$ cat config.mk
export PLATFORM = sky130hd
export DESIGN_NAME = qpos_counter
export DESIGN_NICKNAME = d
export VERILOG_FILES = /design/src/rtl/qpos_counter.sv
export SDC_FILE = /design/constraint.sdc
export NUM_CORES = 1
export LEC_CHECK = 0
export BUFFER_PORTS_ARGS = -buffer_cell sky130_fd_sc_hd__buf_4
export CAP_MARGIN = 20
export CORE_ASPECT_RATIO = 2
export CORE_MARGIN = 4
export CORE_UTILIZATION = 30
export DETAILED_ROUTE_END_ITERATION = 16
export SLEW_MARGIN = 20
export SYNTH_ARGS = -nofsm -noshare
export SYNTH_HDL_FRONTEND = slang
export SYNTH_SLANG_ARGS = --single-unit
export TNS_END_PERCENT = 20
$ cat constraint.sdc
create_clock -name clk -period 3 [get_ports clk]
set_clock_uncertainty 0.1 [all_clocks]
set_input_delay 0.45 -clock clk [delete_from_list [all_inputs] [get_ports clk]]
set_output_delay 0.45 -clock clk [all_outputs]
set_load 0.01 [all_outputs]
$ cat src/rtl/qpos_counter.sv
module qpos_counter #(
  parameter int W = 16
) (
  input  logic         clk,
  input  logic         rst_n,
  input  logic         cnt_pulse,
  input  logic         cnt_dir,
  input  logic         idx_in,
  input  logic         stb_in,
  input  logic         cfg_enable,
  input  logic [1:0]   cfg_rst_mode,
  input  logic [1:0]   cfg_idx_init,
  input  logic [1:0]   cfg_stb_init,
  input  logic         cfg_sw_init,
  input  logic         cfg_stb_inv,
  input  logic         cfg_idx_lat_en,
  input  logic [W-1:0] cfg_max_pos,
  input  logic [W-1:0] cfg_init_pos,
  input  logic [1:0]   flag_clr,
  output logic [W-1:0] pos_cnt,
  output logic [W-1:0] idx_lat,
  output logic [W-1:0] stb_lat,
  output logic         ovf_flag,
  output logic         unf_flag
);

  logic [1:0] idx_sy, stb_sy;
  logic       idx_d, stb_d, first_seen;

  always_ff @(posedge clk or negedge rst_n) begin
    if (!rst_n) begin
      idx_sy <= '0;
      stb_sy <= '0;
      idx_d  <= 1'b0;
      stb_d  <= 1'b0;
    end else begin
      idx_sy <= {idx_sy[0], idx_in};
      stb_sy <= {stb_sy[0], stb_in ^ cfg_stb_inv};
      idx_d  <= idx_sy[1];
      stb_d  <= stb_sy[1];
    end
  end

  wire idx_rise = idx_sy[1] & ~idx_d;
  wire stb_rise = stb_sy[1] & ~stb_d;
  wire idx_load = idx_rise && (cfg_idx_init == 2'd2);
  wire stb_load = stb_rise && (cfg_stb_init == 2'd2);
  wire idx_clr  = idx_rise && ((cfg_rst_mode == 2'd0) ||
                               ((cfg_rst_mode == 2'd2) && !first_seen));
  wire preempt  = cfg_sw_init || idx_load || stb_load || idx_clr;
  wire wrap_up  = !preempt && cnt_pulse &&  cnt_dir && (pos_cnt == cfg_max_pos);
  wire wrap_dn  = !preempt && cnt_pulse && !cnt_dir && (pos_cnt == '0);

  logic [W-1:0] pos_nxt;
  always_comb begin
    pos_nxt = pos_cnt;
    if (cfg_sw_init || idx_load || stb_load) pos_nxt = cfg_init_pos;
    else if (idx_clr)                         pos_nxt = cnt_dir ? '0 : cfg_max_pos;
    else if (wrap_up)                         pos_nxt = '0;
    else if (wrap_dn)                         pos_nxt = cfg_max_pos;
    else if (cnt_pulse)                       pos_nxt = cnt_dir ? pos_cnt + 1'b1 : pos_cnt - 1'b1;
  end

  always_ff @(posedge clk or negedge rst_n) begin
    if (!rst_n) begin
      pos_cnt    <= '0;
      idx_lat    <= '0;
      stb_lat    <= '0;
      ovf_flag   <= 1'b0;
      unf_flag   <= 1'b0;
      first_seen <= 1'b0;
    end else if (!cfg_enable) begin
      pos_cnt    <= '0;
      idx_lat    <= '0;
      stb_lat    <= '0;
      ovf_flag   <= 1'b0;
      unf_flag   <= 1'b0;
      first_seen <= 1'b0;
    end else begin
      pos_cnt  <= pos_nxt;
      if (idx_rise && cfg_idx_lat_en) idx_lat <= pos_cnt;
      if (stb_rise)                   stb_lat <= pos_cnt;
      ovf_flag <= wrap_up | (ovf_flag & ~flag_clr[0]);
      unf_flag <= wrap_dn | (unf_flag & ~flag_clr[1]);
      if (idx_rise && cfg_rst_mode == 2'd2) first_seen <= 1'b1;
    end
  end

  a_r1_soft_clear: assert property (@(posedge clk) disable iff (!rst_n)
    !cfg_enable |=> (pos_cnt == '0) && !ovf_flag && !unf_flag && (idx_lat == '0) && (stb_lat == '0));

  a_r2_ovf_wrap: assert property (@(posedge clk) disable iff (!rst_n)
    (cfg_enable && !preempt && cnt_pulse && cnt_dir && pos_cnt == cfg_max_pos)
      |=> (pos_cnt == '0) && ovf_flag);

  a_r3_unf_wrap: assert property (@(posedge clk) disable iff (!rst_n)
    (cfg_enable && !preempt && cnt_pulse && !cnt_dir && pos_cnt == '0)
      |=> (pos_cnt == $past(cfg_max_pos)) && unf_flag);

  a_r4_ovf_sticky: assert property (@(posedge clk) disable iff (!rst_n)
    (cfg_enable && ovf_flag && !flag_clr[0]) |=> ovf_flag);

  a_r4_unf_sticky: assert property (@(posedge clk) disable iff (!rst_n)
    (cfg_enable && unf_flag && !flag_clr[1]) |=> unf_flag);

  a_r6_first_once: assert property (@(posedge clk) disable iff (!rst_n)
    (cfg_enable && first_seen && cfg_rst_mode == 2'd2 && !cfg_sw_init &&
     !idx_load && !stb_load && !cnt_pulse) |=> $stable(pos_cnt));

  a_r10_idx_hold: assert property (@(posedge clk) disable iff (!rst_n)
    (cfg_enable && !cfg_idx_lat_en) |=> $stable(idx_lat));

endmodule

==> results.txt, run 1 <==
The run finished with clean final reports. Entering global routing, the biggest net connects 58 pins. The number of H-tree levels is 3. The clock network power share came out at 0.339. The min-delay analysis places its worst path in the category in2async. Setup repair after global routing left no endpoint under its margin. The headroom to the max-slew limit is 0.501.

The count of filler cells inserted in the layout is 1,368. The average cell area after synthesis came out at 9.94 um2. The initial antenna violation count came out at 0. Summed over all cells, the static leakage comes to 2.37 nW. The number of slew-limit violations in the final report came out at 0. Dividing the detail-routed via count by the number of cells gives 5.65. Post-CTS timing repair inserted 0 buffers for setup. The number of sinks on the clock net came out at 57. At the worst endpoint, the arrival time is 2670 ps.

Walking the worst path, the cells encountered are buf_4, inv_1, ha_1, nor2b_1, o31ai_2, nand2_1, xor2_1, a22o_1, a221o_1. The timing-limited maximum frequency came out at 0.390 GHz. Among all stages on the critical path, the largest delay is contributed by sky130_fd_sc_hd__ha_1. Synthesis instantiated 75 different standard cells from the library. The via count of the first global-routing pass is 4,063. The vertical extent of the die is 172 um. The reg2reg setup slack is 470 ps.

STA classifies the critical path startpoint as an input pin. The number of nets in the layout came out at 577. The floorplan die width is 90.2 um.

The number of cells produced by synthesis is 408. The final hold violation count is 0. In this run the critical register-to-register path is launched from pos_cnt[4]$_DFFE_PN0P_.

Summing every instance area after synthesis gives 0.00406 mm2. The worst-path maximum fanout is 12. Hold timing on the final database bottoms out at a slack of 76.0 ps. The most common cell after layout, fill and taps aside is sky130_fd_sc_hd__buf_4. In this run, synthesis inferred 0 flip-flops with an integrated enable. The post-synth net total is 473.

The first global-routing pass estimated 21,900 um of wire. The portion of total power attributed to combinational logic is 0.327. The share of the cycle needed by the critical path after routing came out at 0.855. Buffers placed on the I/O ports in this run total 99. Setup violations remaining at the end of the flow were counted as 0. The critical path ends at pos_cnt[6]$_DFFE_PN0P_.

The average wire per standard cell is 21.4 um. The async set-or-reset flop fraction in the synthesized netlist came out at 1.00. The critical path starts at cnt_dir.

The summed negative setup slack over all endpoints is 0 ps. Subtracting the final worst setup slack from the clock period gives 2570 ps. The total internal power came out at 1.82 mW. The sum of overflow across all layers after global routing came out at 0.

The cell sitting at the root of the clock tree is a sky130_fd_sc_hd__clkbuf_16. For this run, the leading register cell type out of synthesis is sky130_fd_sc_hd__dfrtp_1. The area share of the largest cell type after synthesis is 0.352. The number of warning messages in the yosys log came out at 0. The number of buffers inserted during clock tree synthesis is 9. Summed over all nets, the half-perimeter wirelength after detailed placement is 11,100 um. The actual transition at the worst max-transition pin is 749 ps. The count of maximum capacitance violations came out at 0. The number of iterations in the first detailed-routing pass came out at 5. The critical path in this run is classified as in2reg.

The power per cell area is 529 mW/mm2. The portion of the post-synthesis area used by sequential elements is 0.352. The number of primary I/O pins is 100. The net switching component of the power came out at 956 uW. The worst register-to-register path ends at pos_cnt[13]$_DFFE_PN0P_. The floorplan step defined a die boundary enclosing 0.0156 mm2. The number of resized instances in the post-cts repair step came out at 0. The starting DRC count in detailed routing came out at 181. Of the total power, the share spent switching nets is 0.345. The share of final-layout standard cells stronger than drive strength 1 came out at 0.327.

The detailed router placed 3,781 vias in this run. The overall fraction of global-route tracks in use came out at 0.182. By area the synthesized netlist is led by sky130_fd_sc_hd__dfrtp_1 (35%), sky130_fd_sc_hd__nand2_1 (4.8%), sky130_fd_sc_hd__a22o_1 (4.5%), sky130_fd_sc_hd__xnor2_1 (4.5%), sky130_fd_sc_hd__ha_1 (4.3%). The final antenna-violating net count came out at 0. TritonCTS built the clock tree.

The library cells used most frequently in the layout, excluding fill and tap cells, are sky130_fd_sc_hd__buf_4 (117), sky130_fd_sc_hd__dfrtp_1 (57), sky130_fd_sc_hd__nand2_1 (52). The initial utilization of the core area, before any placement, comes to 0.309. The number of placement rows came out at 59. On the worst path, the slowest cell contributes a delay of 360 ps. The largest total area in the synthesized netlist belongs to sky130_fd_sc_hd__dfrtp_1.

The worst setup path is captured at a flip-flop. In this run, synthesis produced a sequential element count of 57. The core region area is 0.0131 mm2. The worst register-to-register path has a depth of 7. The number of remaining DRC errors came out at 0. Clock-pin slew was measured on the worst setup and hold paths at 50 ps.

The total detailed-routing wirelength is 14,300 um. The total inserted antenna cells came out at 0. The number of hold-repair buffers added at the cts stage came out at 0. Counting along the longest clock path gives a buffer depth of 2. The sequential fraction of design power came out at 0.334. The insertion delay of the later-clocked pin in the worst-skew pair came out at 330 ps. The last weighted congestion value of the routability-driven placer came out at 0.868. The data required time at the worst endpoint came out at 3100 ps. The post-synthesis to final-layout area growth is 29.3%.

The maximum vdd ir drop is 0.000233 V.
[power by group through the flow]
stage	Combinational, mW	Clock (mW)	Sequential (mW)
finish	0.906	0.939	0.926
CTS	0.910	0.952	0.927
global route	0.990	0.985	0.936
floorplan	0.547	0	0.932
global placement	0.898	0	0.939
detailed placement	0.906	0	0.939
[worst min path at each step]
| stage | cells after the start | to | slack (ps) |
|---|---|---|---|
| 5_1_grt | 1 | idx_sy[0]$_DFF_PN0_ | 120 |
| 3_3_place_gp | 0 | stb_sy[1]$_DFF_PN0_ | 240 |
| 3_5_place_dp | 0 | stb_sy[1]$_DFF_PN0_ | 240 |
| 2_1_floorplan | 0 | first_seen$_DFFE_PN0P_ | 50 |
| 6_report | 1 | idx_sy[0]$_DFF_PN0_ | 80 |
| 4_1_cts | 1 | idx_sy[0]$_DFF_PN0_ | 120 |
[Yosys cell counts (all sizes together), types with 4 or more instances]
master   number
and2          6
xnor2        23
nor4          4
a21boi       23
a22o         22
nor3          5
nor2b         4
a21o          8
a211oi        5
a21oi        17
a22oi         7
a2bb2oi       4
o21a          4
a221oi       11
and3          5
nand3         9
clkbuf       12
nand2b        6
o21ai        18
nand2        54
nand4         9
o211ai        4
nor2         15
buf          12
dfrtp        57
o31ai         7
inv           7
ha           14
[registers in the layout (all words and copies together), names as in the netlist]
name        count
stb_lat        16
idx_lat        16
idx_sy          2
stb_d           1
ovf_flag        1
stb_sy          2
unf_flag        1
idx_d           1
pos_cnt        16
first_seen      1
[layer usage]
layer	wire length (um)	global-route usage	vias to the layer above	share of wire
met5	0	0	-	0
met4	722	0.119	0	0.051
met3	757	0.0318	44	0.053
met2	7850	0.344	145	0.55
met1	4970	0.183	1848	0.35
li1	-	-	1744	-
[logic make-up after synthesis]
logic type                 count (synthesis)  synth area share
DFF                                       57             0.352
buffers and inverters                     31            0.0444
AOI/OAI and AO/OA                        150             0.302
muxes                                      4            0.0105
xor gates and xnor gates                  26            0.0599
adders and majority gates                 15            0.0481
and+or+nand+nor                          125             0.183
[area by class of cell]
cell class | count | area [um2] | area share
multi-input cells | 320 | 2450 | 0.467
flip-flops and latches | 57 | 1430 | 0.272
repair buffers | 117 | 878 | 0.168
clock buffers | 11 | 243 | 0.0463
well taps | 152 | 190 | 0.0363
clock inverters | 5 | 31.3 | 0.00597
inverters | 7 | 26.3 | 0.00501
[critical path: cells and delay by family]
family,cells,cell delay (ps)
xor+xnor,1,190
simple gates,2,390
buf+inv,2,460
fa+ha+maj,1,360
compound gates,3,820
[per-stage QoR]
stage	cell area, um2	util	std cells	power (mW)	setup WS, ps
after floorplan	4060	-	408	1.48	403
after global placement	4970	0.378	653	1.84	131
after detailed placement	4970	0.378	653	1.85	121
after CTS	5240	0.399	669	2.79	451
after global routing	5240	0.399	669	2.91	319
final	5240	0.399	669	2.77	434
Note: power is estimated with default switching activity, not from simulation.
==> run 2, diff against run 1 <==
--- a/config.mk
+++ b/config.mk
@@ -5,6 +5,7 @@
 export SDC_FILE = /design/constraint.sdc
 export NUM_CORES = 1
 export LEC_CHECK = 0
+export ABC_AREA = 1
 export BUFFER_PORTS_ARGS = -buffer_cell sky130_fd_sc_hd__buf_4
 export CAP_MARGIN = 20
 export CORE_ASPECT_RATIO = 2
==> run 2 against run 1 <==
Effect of this change: utilization fell by 0.53 points; critical path depth rose by 6; sequential share of layout area fell by 2.0 points; first-iteration DRC count rose by 70%; die area rose by 7.5%; combinational power fell by 6.1%; flip-flop and latch count did not move; via count rose by 20%; critical path type is now reg2reg; largest cell class unchanged; largest power group unchanged.
==> results.txt, run 2 <==
The floorplan die width is 93.5 um (+3.6%). The number of enable flip-flop cells after synthesis came to 0 (unchanged). The share of cell area taken by muxes after synthesis is 0 (-0.0105). The timing-limited maximum frequency is 0.452 GHz (+16%). The number of H-tree levels is 3 (unchanged). The insertion delay of the later-clocked pin in the worst-skew pair came to 320 ps (about the same). The xor and xnor area share after synthesis is 0.0220 (-0.0379).

The number of iterations in the first detailed-routing pass was 4 (-1). The portion of total power attributed to combinational logic is 0.306 (-0.021). The actual transition at the worst max-transition pin is 953 ps (+204 ps). TritonCTS built the clock tree. The vertical extent of the die is 179 um (+3.8%). After synthesis, the cell types taking the most area are sky130_fd_sc_hd__dfrtp_1 (33%), sky130_fd_sc_hd__nand2_1 (18%), sky130_fd_sc_hd__nand3_1 (9.8%), sky130_fd_sc_hd__inv_1 (9.8%), sky130_fd_sc_hd__nor2_1 (4.1%). The simple-gate portion of the synthesized area is 0.391 (+0.207). The number of remaining DRC errors came out at 0 (unchanged). The tightest min-delay check is of the in2async type. The floorplan die area came out at 0.0167 mm2 (+7.5%). The ratio of routed vias to standard cells came out at 4.66 (-18%). The post-synth net total was 745 (+58%). The clock transition at the registers of the reported paths is 50 ps (about the same).

The arrival time of data at the critical path endpoint came to 2370 ps (-300 ps). The initial antenna violation count came out at 0 (unchanged). The data required time at the worst endpoint is 3160 ps (+60 ps). The final hold violation count is 0 (unchanged). The count of maximum capacitance violations came out at 0 (unchanged). The number of buffers inserted during clock tree synthesis is 9 (unchanged). The pin count of the biggest net entering global routing is 58 (unchanged).

The share of the synthesized area in compound gates (AO/OA/AOI/OAI) is 0.0851 (-0.217). The largest registers in the layout are idx_lat (16), pos_cnt (16), stb_lat (16). The number of setup violations in the final report is 0 (unchanged).

The cell sitting at the root of the clock tree is a sky130_fd_sc_hd__clkbuf_16. The cell count after placement came out at 959 (+47%). The post-layout minimum cycle time is 2210 ps (-353 ps). STA classifies the critical path startpoint as a flip-flop.

The via count of the first global-routing pass is 4,555 (+12%). The power per cell area was 493 mW/mm2 (-6.8%). The number of placement rows is 62 (+5.1%). The critical path is of the reg2reg type. The last weighted congestion value of the routability-driven placer is 0.901 (+3.8%). The total inserted antenna cells came out at 0 (unchanged). The number of cells produced by synthesis came to 680 (+67%).

The first-pass GRT wire length is 23,400 um (+6.9%). The final core area utilization is 0.394 (-0.00526). The flow ran to the end, and the final reports show no timing, DRC or antenna violations. From synthesis to final layout, the design area changed by 28.9%. The count of vias placed by the detailed router came to 4,537 (+20%). The post-synthesis share of cell area spent on full adders, half adders and majority gates is 0.0445 (-0.00360). The summed negative setup slack over all endpoints came out at 0 ps (unchanged). By count the netlist is led by sky130_fd_sc_hd__nand2_1 (207), sky130_fd_sc_hd__inv_1 (114), sky130_fd_sc_hd__nand3_1 (86). In the synthesized netlist the dominant register cell turns out to be sky130_fd_sc_hd__dfrtp_1. The number of buffers on the longest clock path came to 2 (unchanged). The sum of overflow across all layers after global routing came out at 0 (unchanged). The maximum vdd ir drop was 0.000225 V (-3.4%).

The worst-path maximum fanout came out at 7 (-5). The post-synthesis cell area came out at 0.00438 mm2 (+8.1%). The core region area came out at 0.0144 mm2 (+9.2%).

The number of primary I/O pins came out at 100 (unchanged). In the layout the commonest cells are sky130_fd_sc_hd__nand2_1 (207), sky130_fd_sc_hd__inv_1 (114), sky130_fd_sc_hd__buf_4 (107). The number of unique standard cell types used by synthesis is 32 (-57%).

The net switching component of the power is 943 uW (-1.4%). The number of buffers added for setup after CTS is 0 (unchanged). The total detailed-routing wirelength came to 15,000 um (+5.3%). The portion of the post-synthesis area used by sequential elements came out at 0.325 (-0.0263). The final antenna-violating net count is 0 (unchanged). The number of slew-limit violations in the final report is 0 (unchanged). The share of final-layout standard cells stronger than drive strength 1 came out at 0.212 (-0.115). The kind of end point of the critical path is a flip-flop. The clock network power share was 0.362 (+0.023).

The share of the cycle needed by the critical path after routing was 0.738 (-0.118). The HPWL after detailed placement is 11,900 um (+7.1%). The smallest hold slack came out at 91.6 ps (+15.6 ps).

The number of hold-repair buffers added at the cts stage came out at 0 (unchanged). The overall fraction of global-route tracks in use was 0.184 (+0.00179). The sequential fraction of design power came out at 0.332 (-0.002). The number of sinks on the clock net is 57 (unchanged). The post-route cell area came out at 0.00565 mm2 (+7.8%). The average cell area after synthesis is 6.45 um2 (-35%). The most common cell after layout, fill and taps aside is sky130_fd_sc_hd__nand2_1.

The area share of the largest cell type after synthesis came out at 0.325 (-0.0263). The average wire per standard cell came out at 15.5 um (-28%). The reg2reg setup slack came out at 790 ps (+320 ps). The number of nets in the layout came to 843 (+46%).

The headroom to the max-slew limit came out at 0.363 (-0.138). The total internal power came to 1.84 mW (+1.5%). By area, the combinational part of the netlist is dominated by simple AND/OR/NAND/NOR gates. The number of resized instances in the post-cts repair step is 0 (unchanged). The starting density of the core is 0.305 (-0.00320). Setup repair after global routing left no endpoint under its margin. The synthesized design spends more area on one cell type than any other, namely sky130_fd_sc_hd__dfrtp_1. The number of port buffers came to 99 (unchanged). The starting DRC count in detailed routing is 308 (+70%).

The async set-or-reset flop fraction in the synthesized netlist is 1.00 (unchanged). The standby leakage power came out at 3.15 nW (+33%). The flop and latch count out of synthesis is 57 (unchanged). The post-detailed-placement cell area came out at 0.00536 mm2 (+7.8%). The switching fraction of total power came to 0.338 (-0.00661). The dominant cell by count in the synthesized netlist is sky130_fd_sc_hd__nand2_1. The number of warning messages in the yosys log is 0 (unchanged). The number of standard cells in the final layout excluding fillers came to 974 (+46%).
-- run 2: critical path, stage by stage (launching register included) --
cell	delay, ps
sky130_fd_sc_hd__dfrtp_1	520
sky130_fd_sc_hd__inv_2	100
sky130_fd_sc_hd__fa_1	420
sky130_fd_sc_hd__inv_1	110
sky130_fd_sc_hd__nand3_1	70
sky130_fd_sc_hd__nand3_1	160
sky130_fd_sc_hd__nand2_1	90
sky130_fd_sc_hd__nand2_1	60
sky130_fd_sc_hd__nand2_1	50
sky130_fd_sc_hd__nand2_1	60
sky130_fd_sc_hd__nand2_1	60
sky130_fd_sc_hd__nand2_1	70
sky130_fd_sc_hd__nand2_1	50
sky130_fd_sc_hd__nand2_1	80
sky130_fd_sc_hd__nand3_1	70
sky130_fd_sc_hd__nand2_1	50
-- run 2: cell families (layout without fill, tap and decap cells) --
family          Yosys count  count (layout)
fa+ha+maj                15              15
buf+inv                 147             249
simple gates            385             385
compound gates           65              65
xor+xnor                 11              11
flops                    57              57
-- run 2: power by group through the flow --
stage	combinational [mW]	sequential, mW	clock, mW
2_1_floorplan	0.533	0.913	0
3_3_place_gp	0.849	0.937	0
3_5_place_dp	0.854	0.938	0
4_1_cts	0.857	0.925	1.02
5_1_grt	0.964	0.934	1.05
6_report	0.851	0.926	1.01
-- run 2: through the flow --
stage | power [mW] | setup slack (ps)
2_1_floorplan | 1.45 | 221
3_5_place_dp | 1.79 | 523
5_1_grt | 2.95 | 601
4_1_cts | 2.80 | 771
3_3_place_gp | 1.79 | 564
6_report | 2.79 | 787
-- run 2: path summary, 6_finish.rpt --
check	from	end	cells past startpoint
setup / recovery	pos_cnt[1]$_DFFE_PN0P_	pos_cnt[8]$_DFFE_PN0P_	15
hold / removal	rst_n	stb_lat[0]$_DFFE_PN0P_	1
setup reg to reg	pos_cnt[1]$_DFFE_PN0P_	pos_cnt[8]$_DFFE_PN0P_	15
hold reg to reg	idx_sy[0]$_DFF_PN0_	idx_sy[1]$_DFF_PN0_	0
max in group asynchronous	rst_n	idx_lat[9]$_DFFE_PN0P_	1
min in group clk	idx_in	idx_sy[0]$_DFF_PN0_	1
-- run 2: layout make-up --
class                   instances  area (um2)
repair buffers                109         843
clock buffers                  12         256
flip-flops and latches         57        1430
well taps                     192         240
multi-input cells             476        2380
fillers                      1541        8700
inverters                     125         469
clock inverters                 3        40.0
-- run 2: per-layer routing --
layer  share of wire  global-route usage
met4           0.040              0.0997
met1            0.36               0.187
met5               0                   0
met2            0.56               0.356
met3           0.036              0.0202
==> run 3, diff against run 2 <==
--- a/config.mk
+++ b/config.mk
@@ -5,7 +5,7 @@
 export SDC_FILE = /design/constraint.sdc
 export NUM_CORES = 1
 export LEC_CHECK = 0
-export ABC_AREA = 1
+export ABC_AREA = 0
 export BUFFER_PORTS_ARGS = -buffer_cell sky130_fd_sc_hd__buf_4
 export CAP_MARGIN = 20
 export CORE_ASPECT_RATIO = 2
==> constraint.sdc (replaced) <==
create_clock -name clk -period 2 [get_ports clk]
set_clock_uncertainty 0.1 [all_clocks]
set_input_delay 0.3 -clock clk [delete_from_list [all_inputs] [get_ports clk]]
set_output_delay 0.3 -clock clk [all_outputs]
set_load 0.01 [all_outputs]
==> run 3 against run 2 <==
Effect of this change: the run now ends with setup timing left; sequential power increased by 47%; first-iteration DRC count decreased by 29%; register-to-register slack got worse by 930 ps; via count decreased by 8.6%; clock-buffer cell count decreased by 1; setup slack got worse by 930 ps; largest cell class unchanged.
==> results.txt, run 3 (synthesis results as in run 1) <==
The sequential fraction of design power is 0.286 (-0.046). The flow ran to the end, but the final reports show violations. The floorplan die width came out at 90.2 um (-3.5%). The multi-input combinational cell area was 0.00280 mm2 (+18%). The number of remaining DRC errors was 0 (unchanged). The number of H-tree levels is 3 (unchanged). The number of port buffers came out at 99 (unchanged). The number of setup violations in the final report is 17 (+17). The first-pass GRT wire length came out at 24,300 um (+3.8%). The number of placement rows came to 59 (-4.8%). The total inserted antenna cells came out at 0 (unchanged). The net switching component of the power came out at 1.62 mW (+72%). The pin count of the biggest net entering global routing is 58 (unchanged). The power after layout was 4.75 mW (+71%). The average wire per standard cell came to 20.7 um (+34%). The count of filler cells inserted in the layout came out at 1,247 (-19%). The startpoint kind of the worst setup timing path is a flip-flop.

The arrival time of data at the critical path endpoint is 2250 ps (-120 ps). The initial antenna violation count came to 0 (unchanged). The floorplan die area came out at 0.0156 mm2 (-7.0%). The number of buffers inserted during clock tree synthesis came out at 9 (unchanged).

In this run the critical register-to-register path is captured at pos_cnt[12]$_DFFE_PN0P_. The checks that failed: setup timing. The final hold violation count was 0 (unchanged). The number of sinks on the clock net came out at 57 (unchanged).

The number of slew-limit violations in the final report is 0 (unchanged). The type of the most critical hold path is in2reg. The standby leakage power is 2.89 nW (-8.2%). The data required time at the worst endpoint was 2110 ps (-1050 ps). The headroom to the max-slew limit is 0.496 (+0.133). The maximum vdd ir drop is 0.000339 V (+51%). The vertical extent of the die came out at 172 um (-3.6%). The worst setup timing slack at the placement stage came out at -584 ps (-1110 ps). The final antenna-violating net count is 0 (unchanged). The peak-usage layer in the global routing report is met2. TritonCTS built the clock tree. The worst hold path begins at stb_in. The number of primary I/O pins came out at 100 (unchanged). The register cell area after layout came out at 0.00144 mm2 (+0.61%). The reg2reg setup slack came to -140 ps (-930 ps).

The final core area utilization is 0.487 (+0.0929). The global-route track usage on met3 came out at 0.0279 (+0.00770). The total detailed-routing wirelength came to 15,700 um (+4.6%). The met2 demand-to-capacity share in global routing is 0.390 (+0.0334). The delay of the slowest cell on the worst path was 410 ps (-110 ps).

The class of the most critical setup path is reg2reg. In this run the critical register-to-register path is launched from pos_cnt[1]$_DFFE_PN0P_. The clock network power share came out at 0.304 (-0.058). The timing-limited maximum frequency is 0.467 GHz (+3.4%). The actual transition at the worst max-transition pin came out at 757 ps (-197 ps). In the layout the commonest cells are sky130_fd_sc_hd__buf_4 (191), sky130_fd_sc_hd__nand2_1 (51), sky130_fd_sc_hd__dfrtp_1 (50). The last weighted congestion value of the routability-driven placer was 0.901 (about the same).

The count of vias placed by the detailed router came to 4,149 (-8.6%). The number of nets in the layout came out at 668 (-21%). The via count of the first global-routing pass is 4,479 (-1.7%). The critical path's slowest cell is sky130_fd_sc_hd__dfrtp_2. The hold path depth is 2.

The total internal power came out at 3.13 mW (+70%). The starting DRC count in detailed routing came out at 219 (-29%). The path depth of the worst reg2reg path came out at 9 (-6). The insertion delay of the later-clocked pin in the worst-skew pair came out at 330 ps (about the same). The switching fraction of total power is 0.340 (+0.00208). The sum of overflow across all layers after global routing was 0 (unchanged). The worst-path maximum fanout is 3 (-4).

The worst setup path is captured at a flip-flop. The count of maximum capacitance violations came out at 0 (unchanged). The largest registers in the layout are idx_lat (16), pos_cnt (16), stb_lat (16). The overall fraction of global-route tracks in use is 0.204 (+0.0198). The summed negative setup slack over all endpoints is -1490 ps (-1490 ps).

The post-synthesis to final-layout area growth came out at 57.7%. The setup slack after layout came out at -140 ps (-927 ps). The met1 track demand over resource was 0.199 (+0.0124). The smallest hold slack is 61.0 ps (-30.6 ps).

Traced cell by cell, the critical path runs through inv_2, fa_2, nor2b_4, o31ai_4, buf_4, a21o_1, o2111a_1, a211oi_2, o21ai_1. The portion of total power attributed to combinational logic is 0.410 (+0.104). The clock transition at the registers of the reported paths is 50 ps (about the same). The master cell of the clock root buffer is sky130_fd_sc_hd__clkbuf_16. The core region area came out at 0.0131 mm2 (-8.4%). The share of the cycle needed by the critical path after routing is 1.07 (+0.333). The most common cell after layout, fill and taps aside is sky130_fd_sc_hd__buf_4. The ratio of routed vias to standard cells is 5.46 (+17%). The starting density of the core came out at 0.309 (+0.00320). For hold timing, the worst endpoint is stb_sy[0]$_DFF_PN0_.

The number of buffers on the longest clock path is 2 (unchanged). The critical path starts at pos_cnt[1]$_DFFE_PN0P_. The HPWL after detailed placement is 12,200 um (+2.4%). Setup repair after global routing could not meet its margin everywhere. The power per cell area came out at 743 mW/mm2 (+51%). The post-layout minimum cycle time came out at 2140 ps (-72.6 ps). The share of final-layout standard cells stronger than drive strength 1 is 0.503 (+0.291). The number of iterations in the first detailed-routing pass was 4 (unchanged).
## run 3: cell count changes in the layout (fill, tap and decap cells not counted), sizes merged, moves of 14 or more
cell,change
xnor2,+17
a22o,+22
nand2,-156
a31oi,-14
or2,-18
inv,-115
a21boi,+23
buf,+96
nand3,-78
nor2,-44
## run 3: stage by stage
step	instance area (um2)	cells
2_1_floorplan	4100	408
3_3_place_gp	5610	729
3_5_place_dp	5610	729
4_1_cts	6320	760
5_1_grt	6390	760
6_report	6390	760
## run 3: worst max-delay path: cells and delay by family, from the launching register on
family / cells / cell delay (ps)
buf+inv: 2 / 190
fa+ha+maj: 1 / 380
compound gates: 5 / 790
simple gates: 1 / 150
flops: 1 / 410
## run 3: worst max path at each step
stage,endpoint,slack (ps)
final,pos_cnt[12]$_DFFE_PN0P_,-140
after global routing,pos_cnt[15]$_DFFE_PN0P_,-240
after CTS,pos_cnt[14]$_DFFE_PN0P_,-150
after detailed placement,pos_cnt[13]$_DFFE_PN0P_,-580
after global placement,pos_cnt[9]$_DFFE_PN0P_,-530
after floorplan,pos_cnt[6]$_DFFE_PN0P_,-390
## run 3: per-layer routing
metal  routed length (um)  vias up  share of wire
met3                  583       60          0.037
met4                 1040        0          0.066
met1                 5360     2009           0.34
met5                    0        -              0
met2                 8770      143           0.56
li1                     -     1937              -
## run 3: area by class of cell
class,instances,share of cell area
multi-input combinational,321,0.438
tap,152,0.0297
clock inverter,5,0.00470
timing repair buffer,207,0.259
inverter,7,0.00470
sequential,57,0.224
clock buffer,11,0.0395
## run 3: timing repair
item | 4_1_cts | 5_1_grt
buffers inserted | 12 | 0
cloned | 1 | 0
endpoints found under the setup margin | 18 | 17
hold buffers | 2 | 0
gates resized for setup | 54 | 15
endpoints found under the hold margin | 58 | 0
pin swaps | 29 | 12
## run 3: power groups by stage
stage | Clock (mW) | Combinational (mW) | Sequential, mW
2_1_floorplan | 0 | 0.849 | 1.40
3_5_place_dp | 0 | 1.70 | 1.35
4_1_cts | 1.46 | 1.89 | 1.35
5_1_grt | 1.52 | 2.09 | 1.37
3_3_place_gp | 0 | 1.69 | 1.35
6_report | 1.44 | 1.95 | 1.36
